--- src/rtl/rtc_irq_pkg.sv ---
package rtc_irq_pkg;

    localparam int DATA_W = 8;
    localparam int CNT_W  = 5;
    localparam int RES_W  = 2;
    localparam int SUB_W  = 2 * ((1 << RES_W) - 1);

    localparam int WDF_BIT = 7;
    localparam int AF_BIT  = 6;
    localparam int AEN_BIT = 7;
    localparam int ABE_BIT = 6;

    typedef struct packed {
        logic             steer;
        logic [RES_W-1:0] res;
        logic [CNT_W-1:0] count;
    } wd_cfg_t;

    typedef struct packed {
        logic pin_en;
        logic batt_en;
    } alm_cfg_t;

    typedef struct packed {
        logic wdf;
        logic af;
    } flag_t;

    function automatic logic [SUB_W-1:0] last_sub(input logic [RES_W-1:0] res);
        logic [SUB_W:0] p;
        logic [SUB_W:0] m;
        p = {{SUB_W{1'b0}}, 1'b1};
        p = p << {res, 1'b0};
        m = p - {{SUB_W{1'b0}}, 1'b1};
        return m[SUB_W-1:0];
    endfunction

    function automatic logic [DATA_W-1:0] pack_flags(input flag_t f);
        logic [DATA_W-1:0] r;
        r = '0;
        r[WDF_BIT] = f.wdf;
        r[AF_BIT]  = f.af;
        return r;
    endfunction

    function automatic logic [DATA_W-1:0] pack_alm(input alm_cfg_t a);
        logic [DATA_W-1:0] r;
        r = '0;
        r[AEN_BIT] = a.pin_en;
        r[ABE_BIT] = a.batt_en;
        return r;
    endfunction

endpackage

--- src/rtl/rtc_wdog_timer.sv ---
module rtc_wdog_timer
    import rtc_irq_pkg::*;
(
    input  logic              clk,
    input  logic              rst,
    input  logic              wr_en,
    input  logic [DATA_W-1:0] wdata,
    input  logic              tick_i,
    input  logic              power_down_i,
    output wd_cfg_t           cfg_o,
    output logic              timeout_o,
    output logic              wd_pend_o,
    output logic              rst_req_o,
    output logic              zero_wr_o
);

    wd_cfg_t          cfg;
    logic             armed;
    logic [SUB_W-1:0] sub;
    logic [CNT_W-1:0] rem;
    logic             pend;
    logic             rst_req;

    logic wr_ok;
    logic load;
    logic zero_wr;
    logic unit_end;
    logic timeout;

    always_comb begin
        wr_ok    = wr_en & ~power_down_i;
        zero_wr  = wr_ok & (wdata == '0);
        load     = wr_ok & (wdata != '0);
        unit_end = armed & tick_i & (sub == last_sub(cfg.res));
        timeout  = unit_end & (rem <= CNT_W'(1));
    end

    always_ff @(posedge clk) begin
        if (rst || power_down_i) begin
            cfg     <= '0;
            armed   <= 1'b0;
            sub     <= '0;
            rem     <= '0;
            pend    <= 1'b0;
            rst_req <= 1'b0;
        end else begin
            rst_req <= timeout & ~cfg.steer;
            if (load) begin
                cfg   <= wd_cfg_t'(wdata);
                armed <= 1'b1;
                sub   <= '0;
                rem   <= wdata[CNT_W-1:0];
            end else if (zero_wr) begin
                cfg   <= '0;
                armed <= 1'b0;
                sub   <= '0;
                rem   <= '0;
            end else if (armed && tick_i) begin
                if (unit_end) begin
                    sub <= '0;
                    if (timeout) begin
                        armed <= 1'b0;
                    end else begin
                        rem <= rem - CNT_W'(1);
                    end
                end else begin
                    sub <= sub + SUB_W'(1);
                end
            end
            if (zero_wr) begin
                pend <= 1'b0;
            end else if (timeout && cfg.steer) begin
                pend <= 1'b1;
            end
        end
    end

    assign cfg_o     = cfg;
    assign timeout_o = timeout;
    assign wd_pend_o = pend;
    assign rst_req_o = rst_req;
    assign zero_wr_o = zero_wr;

endmodule

--- src/rtl/rtc_flag_unit.sv ---
module rtc_flag_unit
    import rtc_irq_pkg::*;
#(
    parameter int HOLD_CYC = 2
) (
    input  logic  clk,
    input  logic  rst,
    input  logic  rd_flag_i,
    input  logic  alarm_hit_i,
    input  logic  wd_timeout_i,
    input  logic  wd_clear_i,
    output flag_t flags_o
);

    logic  rd_clr;
    flag_t flags;

    generate
        if (HOLD_CYC <= 1) begin : g_direct
            assign rd_clr = rd_flag_i;
        end else begin : g_hold
            localparam int HW = $clog2(HOLD_CYC);
            localparam logic [HW-1:0] HMAX = HW'(HOLD_CYC - 1);
            logic [HW-1:0] hold;
            always_ff @(posedge clk) begin
                if (rst) begin
                    hold <= '0;
                end else if (rd_flag_i) begin
                    if (hold != HMAX) begin
                        hold <= hold + HW'(1);
                    end
                end else begin
                    hold <= '0;
                end
            end
            assign rd_clr = rd_flag_i & (hold == HMAX);
        end
    endgenerate

    always_ff @(posedge clk) begin
        if (rst) begin
            flags <= '0;
        end else begin
            if (alarm_hit_i) begin
                flags.af <= 1'b1;
            end else if (rd_clr) begin
                flags.af <= 1'b0;
            end
            if (wd_clear_i) begin
                flags.wdf <= 1'b0;
            end else if (wd_timeout_i) begin
                flags.wdf <= 1'b1;
            end
        end
    end

    assign flags_o = flags;

endmodule

--- src/rtl/rtc_pin_arb.sv ---
module rtc_pin_arb
    import rtc_irq_pkg::*;
(
    input  flag_t    flags_i,
    input  alm_cfg_t alm_i,
    input  logic     power_down_i,
    input  logic     wd_pend_i,
    input  logic     wd_steer_i,
    input  logic     freq_test_i,
    input  logic     ft_wave_i,
    output logic     alm_pend_o,
    output logic     irq_oe_n
);

    logic routed;
    logic any_pend;

    always_comb begin
        alm_pend_o = flags_i.af & alm_i.pin_en & (~power_down_i | alm_i.batt_en);
        routed     = wd_steer_i | alm_i.pin_en;
        any_pend   = alm_pend_o | wd_pend_i;
        if (any_pend) begin
            irq_oe_n = 1'b0;
        end else if (freq_test_i && !routed) begin
            irq_oe_n = ft_wave_i;
        end else begin
            irq_oe_n = 1'b1;
        end
    end

endmodule

--- src/rtl/rtc_irq_wdog.sv ---
module rtc_irq_wdog
    import rtc_irq_pkg::*;
#(
    parameter int              ADDR_W     = 4,
    parameter logic [ADDR_W-1:0] FLAG_ADDR  = 4'd0,
    parameter logic [ADDR_W-1:0] ALMEN_ADDR = 4'd6,
    parameter logic [ADDR_W-1:0] WDOG_ADDR  = 4'd7,
    parameter int              HOLD_CYC   = 2
) (
    input  logic              clk,
    input  logic              rst,
    input  logic [ADDR_W-1:0] bus_addr,
    input  logic              bus_rd,
    input  logic              bus_wr,
    input  logic [7:0]        bus_wdata,
    output logic [7:0]        bus_rdata,
    input  logic              tick_i,
    input  logic              alarm_hit_i,
    input  logic              freq_test_i,
    input  logic              ft_wave_i,
    input  logic              power_down_i,
    output logic              irq_oe_n,
    output logic              wd_rst_req_o
);

    alm_cfg_t alm;
    wd_cfg_t  wd_cfg;
    flag_t    flags;
    logic     wd_timeout;
    logic     wd_pend;
    logic     wd_zero_wr;
    logic     alm_pend;

    logic sel_flag;
    logic sel_alm;
    logic sel_wd;

    always_comb begin
        sel_flag = (bus_addr == FLAG_ADDR);
        sel_alm  = (bus_addr == ALMEN_ADDR);
        sel_wd   = (bus_addr == WDOG_ADDR);
    end

    always_ff @(posedge clk) begin
        if (rst) begin
            alm <= '0;
        end else if (bus_wr && sel_alm) begin
            alm.pin_en  <= bus_wdata[AEN_BIT];
            alm.batt_en <= bus_wdata[ABE_BIT];
        end
    end

    rtc_wdog_timer wd_u (
        .clk          (clk),
        .rst          (rst),
        .wr_en        (bus_wr & sel_wd),
        .wdata        (bus_wdata),
        .tick_i       (tick_i),
        .power_down_i (power_down_i),
        .cfg_o        (wd_cfg),
        .timeout_o    (wd_timeout),
        .wd_pend_o    (wd_pend),
        .rst_req_o    (wd_rst_req_o),
        .zero_wr_o    (wd_zero_wr)
    );

    rtc_flag_unit #(
        .HOLD_CYC (HOLD_CYC)
    ) flag_u (
        .clk          (clk),
        .rst          (rst),
        .rd_flag_i    (bus_rd & sel_flag),
        .alarm_hit_i  (alarm_hit_i),
        .wd_timeout_i (wd_timeout),
        .wd_clear_i   (wd_zero_wr | power_down_i),
        .flags_o      (flags)
    );

    rtc_pin_arb arb_u (
        .flags_i      (flags),
        .alm_i        (alm),
        .power_down_i (power_down_i),
        .wd_pend_i    (wd_pend),
        .wd_steer_i   (wd_cfg.steer),
        .freq_test_i  (freq_test_i),
        .ft_wave_i    (ft_wave_i),
        .alm_pend_o   (alm_pend),
        .irq_oe_n     (irq_oe_n)
    );

    always_comb begin
        if (sel_flag) begin
            bus_rdata = pack_flags(flags);
        end else if (sel_alm) begin
            bus_rdata = pack_alm(alm);
        end else if (sel_wd) begin
            bus_rdata = wd_cfg;
        end else begin
            bus_rdata = '0;
        end
    end

endmodule

--- config.mk ---
export PLATFORM = sky130hd
export DESIGN_NAME = rtc_irq_wdog
export DESIGN_NICKNAME = d
export VERILOG_FILES = /design/src/rtl/rtc_irq_pkg.sv /design/src/rtl/rtc_wdog_timer.sv /design/src/rtl/rtc_flag_unit.sv /design/src/rtl/rtc_pin_arb.sv /design/src/rtl/rtc_irq_wdog.sv
export SDC_FILE = /design/constraint.sdc
export NUM_CORES = 1
export LEC_CHECK = 0
export BUFFER_PORTS_ARGS = -buffer_cell sky130_fd_sc_hd__buf_2
export CAP_MARGIN = 20
export CORE_ASPECT_RATIO = 0.9
export CORE_UTILIZATION = 35
export DETAILED_ROUTE_END_ITERATION = 16
export PLACE_DENSITY = 0.59
export SETUP_SLACK_MARGIN = 0.02
export SYNTH_ARGS = -nofsm -noshare
export SYNTH_HDL_FRONTEND = slang
export SYNTH_SLANG_ARGS = --single-unit
--- constraint.sdc ---
create_clock -name clk -period 2 [get_ports clk]
set_clock_uncertainty 0.05 [all_clocks]
set_input_delay 0 -clock clk [delete_from_list [all_inputs] [get_ports clk]]
set_output_delay 0 -clock clk [all_outputs]
set_load 0.005 [all_outputs]
==> metrics.md, run 1 <==
| Metric | Value |
|---|---|
| Outcome | finished clean |
| ANT cells | 0 |
| Layout cells sized above 1 | 0.2028 |
| Async S/R FF share, synth | 0 |
| Final Hold Fails | 0 |
| Top_reg_cell synth | dfxtp_1 |
| Post-synth EDFFs | 0 |
| Synth Register Bits | 27 |
| Clock latency on the worst-skew pair | 0.27 ns |
| Hold Crit Start | tick_i |
| Crit. End Element | flop |
| Initial Utilization | 0.3670 |
| First drt pass iteration count | 4 |
| Largest net degree at the start of global routing | 15 |
| H-tree levels | 1 |
| Sequential element share of the synthesized area | 0.3920 |
| RSZ-0062 raised after global routing | no |
| Nets | approximately 240 |
| Wirelength per Cell | approximately 14 um |
| CTS clk-pin slew, worst paths | roughly 0.090 ns |
| Row count | 21 |
| Max_slew headroom | 0.6389 |
| Grt ovf | 0 |
| Critical path class | reg -> reg |
| Final period util | 0.9176 |
| CTS sink cnt | 27 |
| Via Count | between 1000 and 1500 |
| Synth area leader | dfxtp_1 |
| Slew Viols, Final | 0 |
| Max-cap violations | 0 |
| Synth cell count leaders | nand2_1, dfxtp_1, nor2_1 |
| Switching share of power | 0.2328 |
| Int Pwr | a little over 700 uW |
| Synth area leaders | dfxtp_1, nand2_1, a21oi_1 |
| Reg2Reg Depth | 5 |
| Worst vdd ir | 0.0004271 V |
| Fmax | 0.5449 GHz |
| Routability congestion estimate | 0.8767 |
| GRT Util Overall | 0.1868 |
| Period minus WS final | around 1.8 ns |
| Final hold slack | ~0.027 ns |
| WL final | 3561 um |
| Worst min path class | in -> reg |
| Final core occ | 0.4719 |
| Worst EP arrival | 1.94 ns |
| WP data required | 2.10 ns |
| Sum Neg Setup Slack | 0 ns |
| Clock buffer count from CTS | 3 |
| Clk pwr share | 0.333 |
| Leakage | 0.0007032 uW |
| Root Buffer | clkbuf_8 |
| CTS tree | built |
| Syn Nets | 191 |
| Die width | about 68 um |
| Yosys warning total | 0 |
| Vias in the first global route | around 1300 |
| FF-to-FF Start | wd_u.cfg_o[5] |
| Worst-margin pin slew | approximately 0.53 ns |
| Die H | a little over 60 um |
| First-pass GRT wire length | just under 6000 um |
| Initial antenna violation count | 0 |
| Seq pwr share | 0.574 |
| Io pins | 31 |
| Post-synth cell types | 42 |
| Final setup vio count | 0 |
| Final ANT Viol Nets | 0 |
| Hold path depth | 4 |
| DP Cell Count | between 200 and 250 |
| Synth top area share | 0.3920 |
| Worst-path fanout max | 6 |
| PortBufs | 30 |
| Power per cell area | ~530 nW/um^2 |
| Die area | 4195 um^2 |
| Setup Buffers After CTS | 0 |
| Area of the mapped netlist | 1379 um^2 |
| Post-DR vias/cell | about 5.3 |
| Post-DP HPWL | 2537 um |
| Gate Count Post-Synth | 167 |
| Remaining DRCs | 0 |
| Final cell count without fillers | about 260 |
| Total power draw | 947.2 uW |
| Synth-to-layout area growth | 28.58% |
| Logic pwr share | 0.094 |
| Starting DRT DRC Count | between 50 and 60 |
| Crit start category | flop |
| Crit path from | wd_u.cfg_o[5] |
| Clock tree buffer depth | 2 |
| CORE AREA | roughly 3800 um^2 |
| Switch Pwr | approximately 220 uW |
| Syn avg cell area | roughly 8.3 um^2 |
| Cell with the most instances after synthesis | nand2_1 |
[flip-flops by register name, indices dropped and copies added (netlist names)]
register	cells
flag_u.flags_o	2
wd_u.armed	1
wd_u.cfg_o	8
wd_u.rem	5
wd_u.sub	6
flag_u.g_hold.hold	1
alm	2
wd_u.rst_req_o	1
wd_u.wd_pend_o	1
[area by class of cell]
cell class | instances | area, um^2
Inverter | 3 | 11.26
Multi-Input combinational cell | 132 | 813.3
Timing Repair Buffer | 46 | 305.3
Fill cell | 373 | 1984
Clock buffer | 4 | 45.04
Sequential cell | 27 | 540.5
Tap cell | 46 | 57.56
[routing by layer]
metal,GRT usage,vias up,routed length [um]
met1,0.2356,641,1603
met3,0.04444,7,161
met5,0,-,0
met2,0.3137,35,1750
met4,0.05952,0,46
li1,-,687,-
[cell usage in the layout, fill, tap and decap left out, types with 2 or more instances in the layout]
cell,count
nand2_1,32
inv_1,3
nor4_1,3
ha_1,3
nand3_1,2
nor3_1,2
dlygate4sd3_1,14
nand2b_1,3
dfxtp_1,27
a31oi_1,2
clkbuf_8,3
nand4_1,2
buf_4,2
o21ai_0,5
buf_2,30
nor2_1,18
a21oi_1,15
xnor2_1,4
a41o_1,2
xor2_1,2
nand3b_1,3
and3_1,8
nor3b_1,2
mux2i_1,4
[worst max-delay path, stage by stage, from the launching register on]
cell and delay (ns):
dfxtp_1 0.37, a211o_1 0.30, a221o_2 0.43, a2111oi_4 0.33
xnor2_1 0.16, a21oi_1 0.08
[stage by stage]
step           setup WS [ns]  area, um^2
6_report              0.1648        1773
2_1_floorplan         0.2803        1379
3_5_place_dp          0.1249        1574
5_1_grt              0.04510        1773
4_1_cts              0.09212        1759
3_3_place_gp          0.1727        1574
[path summary, 6_finish.rpt]
check / endpoint / slack, ns
worst max-delay path: wd_u.rem[4] / 0.16
worst min-delay path: wd_u.sub[0] / 0.03
worst max register to register: wd_u.rem[4] / 0.16
worst min register to register: wd_u.cfg_o[3] / 0.41
[kinds of logic after synthesis]
family,Yosys count,share of synthesized area
AND/OR/NAND/NOR,81,0.2813
AO/OA/AOI/OAI,38,0.2042
flip-flops,27,0.3920
buffers and inverters,8,0.02813
XOR/XNOR,6,0.03811
multiplexers,4,0.02904
adder cells (fa/ha/maj),3,0.02723
[power by group through the flow]
stage / clock (uW) / combinational, uW / sequential [uW]
after CTS: 322 / 86.3 / 543
after detailed placement: 0 / 68.7 / 556
final: 315 / 88.8 / 543
after global placement: 0 / 66.7 / 556
after global routing: 345 / 97.4 / 544
after floorplan: 0 / 31.6 / 555
[what timing repair did]
item	CTS	global route
hold endpoints to repair	14	0
setup endpoints to repair	0	3
resized for setup	0	2
hold buffers	14	0
Power figures use the tool's default switching activity.
==> inputs of run 2 (changes only) <==
MAX_ROUTING_LAYER = met4   (was default)
==> metrics.md, run 2 (synthesized netlist as in run 1, its figures left out) <==
| Metric | Value |
|---|---|
| CTS sink cnt | 27 (unchanged) |
| Row count | 21 (unchanged) |
| Max_slew headroom | 0.6392 (about the same) |
| Vias in the first global route | 1270 (unchanged) |
| R2R setup slack | 0.16 ns (about the same) |
| Switching share of power | 0.2327 (about the same) |
| Final hold slack | 0.02817 ns (+0.0007224 ns) |
| Clk pwr share | 0.332 (about the same) |
| Crit Reg-Reg Endpoint | wd_u.rem[4] |
| Placed Area | 1574 um^2 (unchanged) |
| Max-cap violations | 0 (unchanged) |
| Clock latency on the worst-skew pair | 0.27 ns (about the same) |
| Finished Cell Area | 1773 um^2 (unchanged) |
| Remaining DRCs | 0 (unchanged) |
| Post-DP HPWL | 2537 um (unchanged) |
| WL final | 3569 um (+0.22%) |
| Io pins | 31 (unchanged) |
| Worst EP arrival | 1.94 ns (about the same) |
| Max reg flops | 8 (unchanged) |
| Starting DRT DRC Count | 55 (unchanged) |
| Crit start category | flop |
| Crit path from | wd_u.cfg_o[5] |
| First drt pass iteration count | 4 (unchanged) |
| Wirelength per Cell | 13.83 um (+0.22%) |
| Final setup vio count | 0 (unchanged) |
| Fmax | 0.5440 GHz (-0.17%) |
| H-tree levels | 1 (unchanged) |
| Multi-input logic area | 813.3 um^2 (unchanged) |
| Slew Viols, Final | 0 (unchanged) |
| CP peak stage delay | 0.43 ns (about the same) |
| Outcome | finished clean |
| Critical path class | reg -> reg |
| CORE AREA | 3757 um^2 (unchanged) |
| Hold Crit Start | tick_i |
| Reg2Reg Depth | 5 (unchanged) |
| CP delay by family, top | compound AO/OA/AOI/OAI gates |
| Die area | 4195 um^2 (unchanged) |
| First-pass GRT wire length | 5830 um (unchanged) |
| PnR worst setup slack | 0.1616 ns (-0.003152 ns) |
| FF-to-FF Start | wd_u.cfg_o[5] |
| Final period util | 0.9192 (+0.001576) |
| Worst-margin pin slew | 0.5276 ns (-0.0003255 ns) |
| Worst slack at placement | 0.1249 ns (unchanged) |
| CP Cell Sequence | a211o_1, a221o_2, a2111oi_4, xnor2_1, a21oi_1 |
| Post-DR vias/cell | 5.279 (-0.58%) |
| Largest net degree at the start of global routing | 15 (unchanged) |
| WP data required | 2.10 ns (about the same) |
| CP bufs+invs | 0 (unchanged) |
| Die width | 68.16 um (unchanged) |
| Power per cell area | 534.1 nW/um^2 (about the same) |
| Final ANT Viol Nets | 0 (unchanged) |
| PortBufs | 30 (unchanged) |
| Switch Pwr | 220.4 uW (about the same) |
| Seq pwr share | 0.574 (about the same) |
| Worst Hold Path EP | wd_u.sub[0] |
| Logic pwr share | 0.094 (about the same) |
| Routability congestion estimate | 0.8912 (+1.7%) |
| Grt ovf | 0 (unchanged) |
| Int Pwr | 726.6 uW (about the same) |
| Crit. End Element | flop |
| Synth-to-layout area growth | 28.58% (unchanged) |
| CTS clk-pin slew, worst paths | 0.09 ns (about the same) |
| Hold path depth | 4 (unchanged) |
| CTS tree | built |
| Final Hold Fails | 0 (unchanged) |
| Leakage | 0.0007032 uW (unchanged) |
| RSZ-0062 raised after global routing | no |
| CP max stage cell | a221o_2 |
| Filler instances | 373 (unchanged) |
| Most common cell after layout, fill and taps aside | nand2_1 |
| Worst-path fanout max | 6 (unchanged) |
| ANT cells | 0 (unchanged) |
| Root Buffer | clkbuf_8 |
| Setup Buffers After CTS | 0 (unchanged) |
| Worst min path class | in -> reg |
| Sum Neg Setup Slack | 0 ns (unchanged) |
| Via Count | 1362 (-0.58%) |
| Worst vdd ir | 0.0004288 V (+0.39%) |
| Die H | 61.55 um (unchanged) |
| Clock tree buffer depth | 2 (unchanged) |
| Initial Utilization | 0.3670 (unchanged) |
| GRT Util Overall | 0.1928 (+0.006001) |
| Nets | 237 (unchanged) |
| Period minus WS final | 1.838 ns (+0.003152 ns) |
| Most frequent cells in the layout | nand2_1, buf_2, dfxtp_1 |
| Initial antenna violation count | 0 (unchanged) |
| Clock buffer count from CTS | 3 (unchanged) |
| Reg area | 540.5 um^2 (unchanged) |
| Layout cells sized above 1 | 0.2028 (unchanged) |
run 2: cell counts in the layout (fill, tap and decap cells not counted):
No cell type changed its count.
run 2: worst register-to-register path, stage by stage (launching register included):
cell       delay (ns)
dfxtp_1          0.37
a211o_1          0.30
a221o_2          0.43
a2111oi_4        0.33
xnor2_1          0.16
a21oi_1          0.08
run 2: timing repair:
item	4_1_cts	5_1_grt
setup endpoints to repair	0	3
endpoints found under the hold margin	14	0
gates resized for setup	0	2
hold buffers	14	0
run 2: stage by stage:
stage / total power (uW) / instances / utilization
6_report: 947.0 / 258 / 0.4719
4_1_cts: 951.6 / 258 / 0.4682
5_1_grt: 986.4 / 258 / 0.4719
3_5_place_dp: 624.6 / 240 / 0.4189
3_3_place_gp: 622.4 / 240 / 0.4189
2_1_floorplan: 586.6 / 167 / -
run 2: worst max-delay path by stage:
stage / end / slack, ns / cells past startpoint
after CTS: flag_u.g_hold.hold / 0.09 / 6
final: wd_u.rem[4] / 0.16 / 5
after detailed placement: wd_u.armed / 0.12 / 5
after global placement: wd_u.armed / 0.17 / 5
after floorplan: wd_u.armed / 0.28 / 5
after global routing: wd_u.rem[2] / 0.05 / 5
run 2: layer usage:
metal | up-vias | part of all wire | global-route usage
li1 | 687 | - | -
met3 | 7 | 0.034 | 0.04074
met4 | 0 | 0.013 | 0.05952
met1 | 639 | 0.46 | 0.2378
met5 | - | 0 | -
met2 | 29 | 0.49 | 0.3137
run 2: power by group through the flow:
stage	registers [uW]	logic (uW)	clock network (uW)
2_1_floorplan	555	31.6	0
3_3_place_gp	556	66.7	0
3_5_place_dp	556	68.7	0
4_1_cts	543	86.3	322
5_1_grt	544	97.4	345
6_report	543	88.8	315
run 2: cell type report:
cell class	count	share of cell area
Multi-Input combinational cell	132	0.4587
Clock buffer	4	0.02541
Tap cell	46	0.03246
Inverter	3	0.006351
Timing Repair Buffer	46	0.1722
Sequential cell	27	0.3049
